<file path="src/rtl/pstage_pkg.sv">
package pstage_pkg;

  typedef enum logic [1:0] {
    MODE_AUTO  = 2'b00,
    MODE_LATCH = 2'b01,
    MODE_OFF   = 2'b10,
    MODE_SPARE = 2'b11
  } guard_mode_e;

  typedef enum logic [1:0] {
    ST_RUN  = 2'b00,
    ST_TRIP = 2'b01,
    ST_COOL = 2'b10
  } guard_state_e;

  typedef struct packed {
    logic cntClear;
    logic cntRun;
  } cnt_ctl_t;

endpackage

</file>
<file path="src/rtl/pstage_timebase.sv">
module pstage_timebase
  import pstage_pkg::*;
#(
  parameter int AR_CYCLES   = 512,
  parameter int SYNC_STAGES = 2
) (
  input  logic     clk,
  input  logic     rstN,
  input  logic     pwmIn,
  input  cnt_ctl_t ctl,
  output logic     atHalf,
  output logic     atFull
);
  localparam int CW   = $clog2(AR_CYCLES + 1);
  localparam int HALF = AR_CYCLES / 2;

  logic [SYNC_STAGES-1:0] syncQ;
  logic                   pwmPrev;
  logic                   pwmTick;
  logic [CW-1:0]          cnt;

  // first stage samples the asynchronous input, later stages settle it
  genvar s;
  generate
    for (s = 0; s < SYNC_STAGES; s++) begin : g_sync
      if (s == 0) begin : g_first
        always_ff @(posedge clk or negedge rstN) begin
          if (!rstN) syncQ[0] <= 1'b0;
          else       syncQ[0] <= pwmIn;
        end
      end else begin : g_next
        always_ff @(posedge clk or negedge rstN) begin
          if (!rstN) syncQ[s] <= 1'b0;
          else       syncQ[s] <= syncQ[s-1];
        end
      end
    end
  endgenerate

  always_ff @(posedge clk or negedge rstN) begin
    if (!rstN) pwmPrev <= 1'b0;
    else       pwmPrev <= syncQ[SYNC_STAGES-1];
  end

  assign pwmTick = syncQ[SYNC_STAGES-1] & ~pwmPrev;

  // clear has priority so a tick on the terminal edge is dropped
  always_ff @(posedge clk or negedge rstN) begin
    if (!rstN)                    cnt <= '0;
    else if (ctl.cntClear)        cnt <= '0;
    else if (ctl.cntRun && pwmTick) cnt <= cnt + 1'b1;
  end

  assign atHalf = (cnt == CW'(HALF));
  assign atFull = (cnt == CW'(AR_CYCLES));

endmodule

</file>
<file path="src/rtl/pstage_sequencer.sv">
module pstage_sequencer
  import pstage_pkg::*;
(
  input  logic        clk,
  input  logic        rstN,
  input  logic        holdN,
  input  guard_mode_e modeEnc,
  input  logic        errAny,
  input  logic        atHalf,
  input  logic        atFull,
  output cnt_ctl_t    ctl,
  output logic        isRun,
  output logic        isTrip
);
  guard_state_e stCur, stNext;
  logic forceRun;

  assign forceRun = !holdN || (modeEnc == MODE_OFF);

  always_comb begin
    stNext = stCur;
    if (forceRun) begin
      stNext = ST_RUN;
    end else begin
      case (stCur)
        ST_RUN:  if (errAny) stNext = ST_TRIP;
        ST_TRIP: if (modeEnc == MODE_AUTO && atHalf) stNext = ST_COOL;
        ST_COOL: if (atFull) stNext = errAny ? ST_TRIP : ST_RUN;
        default: stNext = ST_RUN;
      endcase
    end
  end

  always_ff @(posedge clk or negedge rstN) begin
    if (!rstN) stCur <= ST_RUN;
    else       stCur <= stNext;
  end

  always_comb begin
    ctl.cntClear = forceRun || (stCur == ST_RUN) || (stCur == ST_COOL && atFull);
    ctl.cntRun   = (stCur == ST_COOL) || (stCur == ST_TRIP && modeEnc == MODE_AUTO);
  end

  assign isRun  = (stCur == ST_RUN);
  assign isTrip = (stCur == ST_TRIP);

endmodule

</file>
<file path="src/rtl/pstage_guard.sv">
module pstage_guard
  import pstage_pkg::*;
#(
  parameter int NUM_PAIRS   = 2,
  parameter int AR_CYCLES   = 512,
  parameter int SYNC_STAGES = 2
) (
  input  logic                   clk,
  input  logic                   rstN,
  input  logic                   holdN,
  input  logic                   pwmIn,
  input  logic [1:0]             modeSel,
  input  logic [2*NUM_PAIRS-1:0] ocFault,
  input  logic                   uvFault,
  input  logic                   otWarn,
  input  logic                   otErr,
  output logic [NUM_PAIRS-1:0]   outEn,
  output logic                   sdFlag,
  output logic                   twFlag
);
  guard_mode_e modeEnc;
  cnt_ctl_t    ctl;
  logic        errAny, atHalf, atFull, isRun, isTrip;

  assign modeEnc = guard_mode_e'(modeSel);
  assign errAny  = (|ocFault) | uvFault | otErr;

  pstage_timebase #(
    .AR_CYCLES  (AR_CYCLES),
    .SYNC_STAGES(SYNC_STAGES)
  ) u_timebase (
    .clk   (clk),
    .rstN  (rstN),
    .pwmIn (pwmIn),
    .ctl   (ctl),
    .atHalf(atHalf),
    .atFull(atFull)
  );

  pstage_sequencer u_sequencer (
    .clk    (clk),
    .rstN   (rstN),
    .holdN  (holdN),
    .modeEnc(modeEnc),
    .errAny (errAny),
    .atHalf (atHalf),
    .atFull (atFull),
    .ctl    (ctl),
    .isRun  (isRun),
    .isTrip (isTrip)
  );

  genvar p;
  generate
    for (p = 0; p < NUM_PAIRS; p++) begin : g_pair
      assign outEn[p] = holdN & isRun;
    end
  endgenerate

  assign sdFlag = ~(holdN & isTrip);
  assign twFlag = ~(otWarn | otErr);

endmodule

</file>
<file path="config.mk">
export PLATFORM = sky130hd
export DESIGN_NAME = pstage_guard
export DESIGN_NICKNAME = d
export VERILOG_FILES = /design/src/rtl/pstage_pkg.sv /design/src/rtl/pstage_timebase.sv /design/src/rtl/pstage_sequencer.sv /design/src/rtl/pstage_guard.sv
export SDC_FILE = /design/constraint.sdc
export NUM_CORES = 1
export LEC_CHECK = 0
export BUFFER_PORTS_ARGS = -buffer_cell sky130_fd_sc_hd__buf_2
export CAP_MARGIN = 20
export CORE_UTILIZATION = 44
export CTS_CLUSTER_SIZE = 40
export DETAILED_ROUTE_END_ITERATION = 12
export HOLD_SLACK_MARGIN = 0.02
export PLACE_DENSITY = 0.66
export SKIP_LAST_GASP = 1
export SYNTH_ARGS = -nofsm -noshare
export SYNTH_HDL_FRONTEND = slang
export SYNTH_SLANG_ARGS = --single-unit
</file>
<file path="constraint.sdc">
create_clock -name clk -period 3.9 [get_ports clk]
set_input_delay 0.195 -clock clk [delete_from_list [all_inputs] [get_ports clk]]
set_output_delay 0.195 -clock clk [all_outputs]
set_load 0.05 [all_outputs]
</file>
==> run metrics <==
Hold-fix buffers, CTS=2; hold path cells=3; count of input and output buffers=16; die area=0.00212 sq mm; Worst Hold Class=input port to register; Via Count=729; routability cong.=0.812; Antenna Violating Nets Remaining=0; setup TNS=0 ps; Post-Route WL=1840 um; Initial DRT Pass Iterations=4; Fmax=472 MHz; minimum clock period=2120 ps; share of layout cells above drive strength 1=0.214; Core Rows=15; Worst EP arrival=2270 ps; Die Width=46.0 um; crit end category=register; initial core utilization=0.483; worst-path cell chain=inv_1 -> ha_1 -> nor4b_1 -> a31oi_1 -> o21bai_1 -> nor2_1; total power=284 uW; Peak VDD IR=168 uV; largest area contributor in the netlist=dfrtp_1; ANT cells=0; TritonCTS buffer count=3; initial antenna violation count=0; CTS root buffer=clkbuf_4; clk_skew=9.29 ps; final setup fails=0; Avg Inst Size Synth=10.1 sq um; largest cells by area after synthesis=dfrtp_1, xnor2_1, nor2_1; Clock Tree Buf Depth=2; dominant synthesized flop cell=dfrtp_1; final hold slack=242 ps; Slew @ Worst Pin=821 ps; peak fanout along the critical path=10; vias per cell=5.70; net count after synthesis=99; Critical-path top delay cell=o21bai_1; vias in the first global route=638; # fillers=170; Post-synth ARST share=1.00; Routed WL per cell=14.3 um; Slew Viols, Final=0; critical path launch point type=register; setup ws final=1780 ps; Final Hold Vio Count=0; maximum number of pins on one net before global-route repair=16; post-synth top area share=0.441; detailed placement HPWL=1250 um; Post-synth EDFFs=0; post-synthesis register bit count=15; static leakage=0.000393 uW; sequential cell area fraction in the yosys report=0.441; clock-pin slew on the worst setup and hold paths=100 ps; CP required=4050 ps; CP Class=register to register; status=complete, no violations; Post-route DRC=0; Max Cap Viol=0; CORE AREA=0.00176 sq mm; Post-CTS Setup Bufs=0; I/O pin count=17; Layout Nets=119; Mapped Area=852 sq um; Die Span Y=46.0 um; clk_lat worst skew=290 ps; Max-slew headroom=0.451; overflow left after global routing=0; cells after synthesis=84; count of cell types in the netlist=35; RSZ-0062 raised after global routing=no; Place WS=1860 ps; PD cells=286 mW/mm^2; Yosys Warn Count=0; largest stage delay on the critical path=680 ps; CTS sink cnt=15; post_cts resized=0; H-Tree Level Count=1; Worst Reg-to-Reg Cells=6; area grow syn2layout=16.6%; CTS tree=yes; GR Util All Layers=0.195; first-pass GRT wire length=2820 um; DRT iter0 DRCs=18; Tcrit/Tclk final=0.544
[registers in the layout, summed over array words and instances (netlist names)]
name	flops
u_timebase.syncQ	2
u_timebase.cnt	10
u_timebase.pwmPrev	1
u_sequencer.stCur	2
[cells in the mapped netlist, types with 2 or more instances]
cell and count:
nand2b_1 2, a2bb2oi_1 2, nor3_1 2, inv_1 5, nand4_1 2, a2111oi_2 2
nand2_1 2, nand3_1 4, xnor2_1 7, nor2_1 11, and3_1 2, o21ai_0 2
dfrtp_1 15, ha_1 2, a21oi_1 2, a211oi_1 3
[critical path: cells and delay by family, from the launching register on]
family / cells / cell delay [ps]
compound gates: 2 / 830
fa+ha+maj: 1 / 130
simple gates: 2 / 500
buf+inv: 1 / 80
flops: 1 / 440
[worst paths after layout]
check                                                         to                           from  slack, ps
worst max-delay path               u_timebase.cnt[7]$_DFFE_PN0P_  u_timebase.cnt[0]$_DFFE_PN0P_       1780
worst min-delay path            u_sequencer.stCur[0]$_DFFE_PN0P_                     ocFault[1]        240
worst max register to register     u_timebase.cnt[7]$_DFFE_PN0P_  u_timebase.cnt[0]$_DFFE_PN0P_       1780
worst min register to register     u_timebase.syncQ[1]$_DFF_PN0_  u_timebase.syncQ[0]$_DFF_PN0_        370
max in group asynchronous           u_timebase.pwmPrev$_DFF_PN0_                           rstN       3330
min in group asynchronous       u_sequencer.stCur[0]$_DFFE_PN0P_                           rstN        320
[stage by stage]
stage,utilization,instance area (sq um),cells
5_1_grt,0.563,993,128
4_1_cts,0.563,993,128
6_report,0.563,993,128
3_3_place_gp,0.537,947,122
3_5_place_dp,0.537,947,122
2_1_floorplan,-,852,84
[cell usage in the layout (no fill, tap or decap), types with 2 or more instances in the layout]
cell type | netlist | final
xnor2_1 | 7 | 7
nand2b_1 | 2 | 2
dlygate4sd3_1 | 0 | 2
a211oi_1 | 3 | 3
nor2_1 | 11 | 11
nand2_1 | 2 | 2
o21ai_0 | 2 | 2
inv_1 | 5 | 5
a21oi_1 | 2 | 2
clkbuf_4 | 0 | 3
a2bb2oi_1 | 2 | 2
buf_2 | 1 | 16
nor3_1 | 2 | 2
nand4_1 | 2 | 2
and3_1 | 2 | 2
nand3_1 | 4 | 4
ha_1 | 2 | 2
dfrtp_1 | 15 | 15
a2111oi_2 | 2 | 2
[cell families after synthesis]
group,Yosys count,synth area share
flip-flops,15,0.441
multiplexers,1,0.0117
AO/OA/AOI/OAI,15,0.163
buffers and inverters,8,0.0411
XOR/XNOR,8,0.0822
adder cells (fa/ha/maj),2,0.0294
AND/OR/NAND/NOR,35,0.232
[routing by layer]
layer  track usage  share of wire  wire length [um]
met5             0              0                 0
met4        0.0882          0.013                23
met3        0.0357          0.048                88
met2         0.335           0.51               935
met1         0.233           0.43               787
[layout make-up]
class,count,area [sq um],share of cell area
Timing Repair Buffer,18,100,0.101
Inverter,5,18.8,0.0189
Sequential cell,15,375,0.378
Multi-Input combinational cell,61,442,0.445
Tap cell,25,31.3,0.0315
Clock buffer,4,26.3,0.0264
[power by group]
part	internal [uW]	leakage (uW)	switching, uW
Clock	39.8	0.0000150	53.5
Combinational	10.4	0.000177	20.0
Sequential	158	0.000201	2.19
Total	208	0.000393	75.7
(Power assumes the default switching activity.)
